[src/rtl/msq_pkg.sv]
package msq_pkg;

    // Transaction sequencer states; one state per strobe interval
    typedef enum logic [2:0] {
        ST_IDLE    = 3'd0,
        ST_AS_LOW  = 3'd1,
        ST_AS_HOLD = 3'd2,
        ST_DS_LOW  = 3'd3,
        ST_DS_HOLD = 3'd4
    } seq_state_e;

    // Which phase the shared wait counter is loaded for
    typedef enum logic {
        PH_ADDR = 1'b0,
        PH_DATA = 1'b1
    } phase_e;

    // Larger of two unsigned counts
    function automatic logic [31:0] wmax(input logic [31:0] a, input logic [31:0] b);
        return (a > b) ? a : b;
    endfunction

endpackage

[src/rtl/msq_wait_ctr.sv]
module msq_wait_ctr #(
    parameter int CNT_W = 4
) (
    input  logic             clk,
    input  logic             rst,
    input  logic             load,
    input  logic [CNT_W-1:0] load_val,
    input  logic             run,
    input  logic             ext_wait,
    output logic             phase_last
);

    logic [CNT_W-1:0] cnt;
    logic             hi;

    // A phase ends at the close of a high half once the programmed periods
    // are used up and the device no longer asks for more.
    assign phase_last = run && hi && (cnt == '0) && !ext_wait;

    always_ff @(posedge clk) begin
        if (rst) begin
            cnt <= '0;
            hi  <= 1'b1;
        end else if (load) begin
            cnt <= load_val;
            hi  <= 1'b1;
        end else if (run) begin
            if (hi) begin
                if (!phase_last) begin
                    hi <= 1'b0;
                    if (cnt != '0) begin
                        cnt <= cnt - 1'b1;
                    end
                end
            end else begin
                hi <= 1'b1;
            end
        end
    end

endmodule

[src/rtl/msq_seq.sv]
module msq_seq
    import msq_pkg::*;
(
    input  logic       clk,
    input  logic       rst,
    input  logic       cmd_valid,
    input  logic       phase_last,
    output seq_state_e state,
    output logic       accept,
    output logic       ctr_load,
    output phase_e     ctr_sel,
    output logic       run,
    output logic       capture
);

    seq_state_e state_nx;

    assign accept   = (state == ST_IDLE) && cmd_valid;
    assign run      = (state == ST_AS_LOW) || (state == ST_DS_LOW);
    assign ctr_load = accept || (state == ST_AS_HOLD);
    assign ctr_sel  = (state == ST_AS_HOLD) ? PH_DATA : PH_ADDR;
    assign capture  = (state == ST_DS_LOW) && phase_last;

    always_comb begin
        state_nx = state;
        case (state)
            ST_IDLE:    if (accept)     state_nx = ST_AS_LOW;
            ST_AS_LOW:  if (phase_last) state_nx = ST_AS_HOLD;
            ST_AS_HOLD:                 state_nx = ST_DS_LOW;
            ST_DS_LOW:  if (phase_last) state_nx = ST_DS_HOLD;
            ST_DS_HOLD:                 state_nx = ST_IDLE;
            default:                    state_nx = ST_IDLE;
        endcase
    end

    always_ff @(posedge clk) begin
        if (rst) begin
            state <= ST_IDLE;
        end else begin
            state <= state_nx;
        end
    end

endmodule

[src/rtl/msq_pin_drv.sv]
module msq_pin_drv
    import msq_pkg::*;
#(
    parameter int AD_W = 16
) (
    input  logic            clk,
    input  logic            rst,
    input  seq_state_e      state,
    input  logic            accept,
    input  logic            cmd_write,
    input  logic [AD_W-1:0] cmd_addr,
    input  logic [AD_W-1:0] cmd_wdata,
    input  logic            capture,
    input  logic [AD_W-1:0] ad_in,
    output logic [AD_W-1:0] ad_out,
    output logic            ad_oe,
    output logic            as_n,
    output logic            ds_n,
    output logic            rw,
    output logic            done,
    output logic            ready,
    output logic [AD_W-1:0] rdata
);

    typedef struct packed {
        logic            wr;
        logic [AD_W-1:0] addr;
        logic [AD_W-1:0] wdata;
    } txn_t;

    txn_t            txn_q;
    logic [AD_W-1:0] rdata_q;
    logic            addr_phase;
    logic            data_phase;

    always_ff @(posedge clk) begin
        if (rst) begin
            txn_q   <= '0;
            rdata_q <= '0;
        end else begin
            if (accept) begin
                txn_q.wr    <= cmd_write;
                txn_q.addr  <= cmd_addr;
                txn_q.wdata <= cmd_wdata;
            end
            if (capture) begin
                rdata_q <= ad_in;
            end
        end
    end

    always_comb begin
        addr_phase = (state == ST_AS_LOW) || (state == ST_AS_HOLD);
        data_phase = (state == ST_DS_LOW) || (state == ST_DS_HOLD);
        as_n       = (state != ST_AS_LOW);
        ds_n       = (state != ST_DS_LOW);
        ad_oe      = addr_phase || (data_phase && txn_q.wr);
        if (addr_phase) begin
            ad_out = txn_q.addr;
        end else if (data_phase && txn_q.wr) begin
            ad_out = txn_q.wdata;
        end else begin
            ad_out = '0;
        end
        rw    = (state == ST_IDLE) ? 1'b1 : !txn_q.wr;
        done  = (state == ST_DS_HOLD);
        ready = (state == ST_IDLE);
    end

    assign rdata = rdata_q;

endmodule

[src/rtl/mbus_strobe_seq.sv]
module mbus_strobe_seq
    import msq_pkg::*;
#(
    parameter int AD_W   = 16,
    parameter int PRS_W  = 3,
    parameter int WAIT_W = 4
) (
    input  logic              clk,
    input  logic              rst,
    input  logic              cmd_valid,
    output logic              cmd_ready,
    input  logic              cmd_write,
    input  logic [AD_W-1:0]   cmd_addr,
    input  logic [AD_W-1:0]   cmd_wdata,
    input  logic [PRS_W-1:0]  cfg_prescale,
    input  logic [WAIT_W-1:0] cfg_as_wait,
    input  logic [WAIT_W-1:0] cfg_ds_wait,
    output logic              rsp_done,
    output logic [AD_W-1:0]   rsp_rdata,
    output logic [AD_W-1:0]   bus_ad_o,
    output logic              bus_ad_oe,
    input  logic [AD_W-1:0]   bus_ad_i,
    output logic              bus_as_n,
    output logic              bus_ds_n,
    output logic              bus_rw,
    input  logic              bus_wait
);

    localparam int CNT_W = (PRS_W > WAIT_W) ? PRS_W : WAIT_W;

    seq_state_e       state;
    logic             accept;
    logic             ctr_load;
    phase_e           ctr_sel;
    logic             run;
    logic             capture;
    logic             phase_last;
    logic [CNT_W-1:0] load_val;
    logic [31:0]      as_floor;
    logic [31:0]      ds_floor;

    // Programmed floor for each phase: prescale value or phase count, whichever is larger
    always_comb begin
        as_floor = wmax(32'(cfg_prescale), 32'(cfg_as_wait));
        ds_floor = wmax(32'(cfg_prescale), 32'(cfg_ds_wait));
        load_val = (ctr_sel == PH_DATA) ? CNT_W'(ds_floor) : CNT_W'(as_floor);
    end

    msq_seq u_seq (
        .clk        (clk),
        .rst        (rst),
        .cmd_valid  (cmd_valid),
        .phase_last (phase_last),
        .state      (state),
        .accept     (accept),
        .ctr_load   (ctr_load),
        .ctr_sel    (ctr_sel),
        .run        (run),
        .capture    (capture)
    );

    msq_wait_ctr #(
        .CNT_W (CNT_W)
    ) u_wait (
        .clk        (clk),
        .rst        (rst),
        .load       (ctr_load),
        .load_val   (load_val),
        .run        (run),
        .ext_wait   (bus_wait),
        .phase_last (phase_last)
    );

    msq_pin_drv #(
        .AD_W (AD_W)
    ) u_pins (
        .clk       (clk),
        .rst       (rst),
        .state     (state),
        .accept    (accept),
        .cmd_write (cmd_write),
        .cmd_addr  (cmd_addr),
        .cmd_wdata (cmd_wdata),
        .capture   (capture),
        .ad_in     (bus_ad_i),
        .ad_out    (bus_ad_o),
        .ad_oe     (bus_ad_oe),
        .as_n      (bus_as_n),
        .ds_n      (bus_ds_n),
        .rw        (bus_rw),
        .done      (rsp_done),
        .ready     (cmd_ready),
        .rdata     (rsp_rdata)
    );


    as_start_chk: assert property (@(posedge clk) disable iff (rst)
        $fell(bus_as_n) |-> $past(cmd_ready && cmd_valid));


    as_addr_drive_chk: assert property (@(posedge clk) disable iff (rst)
        !bus_as_n |-> bus_ad_oe);


    as_to_ds_chk: assert property (@(posedge clk) disable iff (rst)
        $rose(bus_as_n) |=> $fell(bus_ds_n));


    read_float_chk: assert property (@(posedge clk) disable iff (rst)
        (!bus_ds_n && bus_rw) |-> !bus_ad_oe);


    done_at_ds_rise_chk: assert property (@(posedge clk) disable iff (rst)
        $rose(bus_ds_n) |-> rsp_done);


    idle_after_done_chk: assert property (@(posedge clk) disable iff (rst)
        rsp_done |=> (cmd_ready && bus_rw && !bus_ad_oe && bus_as_n && bus_ds_n));

endmodule

[config.mk]
export PLATFORM = sky130hd
export DESIGN_NAME = mbus_strobe_seq
export DESIGN_NICKNAME = d
export VERILOG_FILES = /design/src/rtl/msq_pkg.sv /design/src/rtl/msq_wait_ctr.sv /design/src/rtl/msq_seq.sv /design/src/rtl/msq_pin_drv.sv /design/src/rtl/mbus_strobe_seq.sv
export SDC_FILE = /design/constraint.sdc
export NUM_CORES = 1
export LEC_CHECK = 0
export ABC_AREA = 1
export ABC_CLOCK_PERIOD_IN_PS = 1500
export BUFFER_PORTS_ARGS = -buffer_cell sky130_fd_sc_hd__buf_2
export CAP_MARGIN = 20
export CORE_AREA = 2 2 91 76
export DETAILED_ROUTE_END_ITERATION = 12
export DIE_AREA = 0 0 93 78
export PLACE_DENSITY = 0.72
export SLEW_MARGIN = 0
export SYNTH_ARGS = -nofsm -noshare
export SYNTH_HDL_FRONTEND = slang
export SYNTH_SLANG_ARGS = --single-unit
[constraint.sdc]
create_clock -name clk -period 1.5 [get_ports clk]
set_input_delay 0.15 -clock clk [delete_from_list [all_inputs] [get_ports clk]]
set_output_delay 0.15 -clock clk [all_outputs]
set_load 0.005 [all_outputs]
==> results_dict.tcl <==
set metrics [dict create \
    row_count 26 \
    drt_first_iter_violations 109 \
    cts_buffers 9 \
    hold_path_class "in -> reg" \
    slew-limit-headroom 0.719 \
    vdd_drop_max_mv 0.588 \
    grt_usage 0.214 \
    rsz0062_at_grt "true" \
    die_h_um 78 \
    violations "setup timing" \
    clkLatencyLatePin_ps 340 \
    p_leak_uw 0.00187 \
    hold_violations 0 \
    max_freq_ghz 0.605 \
    post_drt_wl_per_cell_um 13.0 \
    cts_buffer_depth 2 \
    dpl.hpwl_um 5010 \
    yosys-top-cells-area "dfxtp_1 42%, o21ai_0 10%, nand2_1 8.7%" \
    synth_cells 385 \
    dr.pass1.iters 4 \
    routed_via_density 4.96 \
    io_buffers 101 \
    synth_nets 457 \
    antenna_found_initial 0 \
    dp_slack_ps -24.5 \
    design.core.area_sq_um 6250 \
    via_count 2959 \
    avgSynthCellArea_sq_um 7.03 \
    synth_cell_types 26 \
    h-tree-depth 3 \
    whs_ps 32.1 \
    cp-end-kind "output port" \
    crit_type "reg -> out" \
    report.final.slew_viol_count 0 \
    cp_max_fo 6 \
    finalCriticalPeriod_ps 1650 \
    critPathLaunchType "register" \
    p_per_area_nw_per_um2 1170 \
    syn_area_sq_um 2710 \
    grt_pass1_vias 2772 \
    num-fill-cells 582 \
    grt_max_degree 50 \
    cts.sinks 57 \
    cts_tree "done" \
    die_w_um 93 \
    start_util 0.433 \
    cap_violations 0 \
    placed_area_sq_um 3340 \
    synth_top_area_share 0.422 \
    final_core_util 0.632 \
    synth_top_cell_by_area "dfxtp_1" \
    drc 0 \
    worst_ep_arrival_time_ps 1500 \
    grt_first_pass_wirelength_um 12400 \
    die_area_sq_um 7250 \
    wirelength_um 7780 \
    finalSetupViolations 20 \
    syn2layout_area_growth_pct 45.9 \
    min_period_over_period 1.10 \
    status "finished with violations" \
    synth_warnings 0 \
    antenna_left 0 \
    antenna_cells 0 \
    final_area_sq_um 3950 \
    gp_congestion 0.876 \
    clock_skew_ps 8.23 \
    grt_overflow 0 \
    ys_seq_area_frac 0.422 \
    finalNetCount 580 \
    fin_ws_ps -153 \
    synth.ff_latch_count 57 \
    p_total_uw 4620 \
    critical_path_required_ps 1350 \
    ios 102 \
    layout-drive-gt1-share 0.423 \
    cts_root_buf "clkbuf_8" \
    clk_pin_slew_ps 70 \
    tightestPinTransition_ps 421 \
]
stage by stage:
stage	setup TNS, ps	cells
after floorplan	0	385
after global placement	-0.775	567
after detailed placement	-177	567
after CTS	-2620	593
after global routing	-4970	597
final	-2190	597
what timing repair did:
item	4_1_cts	5_1_grt
cloned	3	0
buffers inserted	8	5
pin swaps	14	11
resized for setup	66	33
endpoints found under the setup margin	41	37
hold buffers	0	0
kinds of logic after synthesis:
group	share of synthesized area
buffers and inverters	0.114
AOI/OAI and AO/OA	0.184
and+or+nand+nor	0.244
adders and majority gates	0.0370
DFF	0.422
sequential cells by signal, summed over array words and instances, names as in the netlist:
register and count:
u_pins.rdata 16, u_wait.cnt 4, u_seq.state 3, u_pins.txn_q 33, u_wait.hi 1
cell usage in the layout (no fill, tap or decap), drive strengths merged:
| cell | n |
|---|---|
| buf | 129 |
| nand2 | 66 |
| dfxtp | 57 |
| inv | 56 |
| o21ai | 56 |
| nor2 | 44 |
| a21oi | 36 |
| nand3 | 36 |
| clkbuf | 9 |
| ha | 8 |
| clkinvlp | 3 |
| clkinv | 3 |
| a31oi | 2 |
| nand4 | 1 |
| o2111ai | 1 |
| nor4 | 1 |
| a22oi | 1 |
| nor3 | 1 |
| or2 | 1 |
| o211ai | 1 |
| bufinv | 1 |
per-layer routing:
metal	up-vias	wire length (um)	track usage
li1	1491	-	-
met1	1345	3320	0.249
met2	113	3750	0.368
met3	10	611	0.0796
met4	0	95	0.0603
met5	-	0	0
where the power goes:
group	switching [uW]	total [uW]	leakage, uW	internal (uW)
Sequential	91.5	1800	0.000470	1700
Clock	634	1400	0.0000912	761
Combinational	828	1430	0.00131	598
worst max-delay path, cell delays in order (launching register included):
cell,delay [ps]
dfxtp_2,340
inv_2,80
nand2_1,80
o21ai_2,140
nand2_2,110
buf_6,160
o21ai_4,120
buf_2,130
Yosys cell counts:
cell type and number:
nand2_1 63, dfxtp_1 57, o21ai_0 56, inv_1 53, nor2_1 40, a21oi_1 36, nand3_1 36, clkbuf_1 10
ha_1 8, buf_2 3, buf_6 3, inv_2 3, nor2_4 3, a31oi_1 2, a22oi_1 1, buf_1 1
buf_4 1, nand2_2 1, nand2_4 1, nand4_1 1, nor2_2 1, nor3_4 1, nor4_1 1, o2111ai_1 1
o211ai_1 1, or2_2 1
area by class of cell:
class / instances / area (sq um) / area share
Multi-Input combinational cell: 255 / 1520 / 0.386
Sequential cell: 57 / 1150 / 0.291
Timing Repair Buffer: 129 / 764 / 0.194
Inverter: 56 / 213 / 0.0539
Clock buffer: 9 / 124 / 0.0314
Tap cell: 84 / 105 / 0.0266
Clock inverter: 7 / 71.3 / 0.0181
path summary, 6_finish.rpt:
check                           to  slack [ps]  cells past startpoint            start
setup / recovery       bus_ad_o[2]        -150                      7   u_seq.state[1]
hold / removal    u_pins.txn_q[26]          30                      3     cmd_addr[10]
setup reg to reg   u_pins.rdata[0]         -10                      8    u_wait.cnt[1]
hold reg to reg    u_pins.txn_q[9]         460                      2  u_pins.txn_q[9]
No activity file was read; power rests on OpenSTA's default activity.
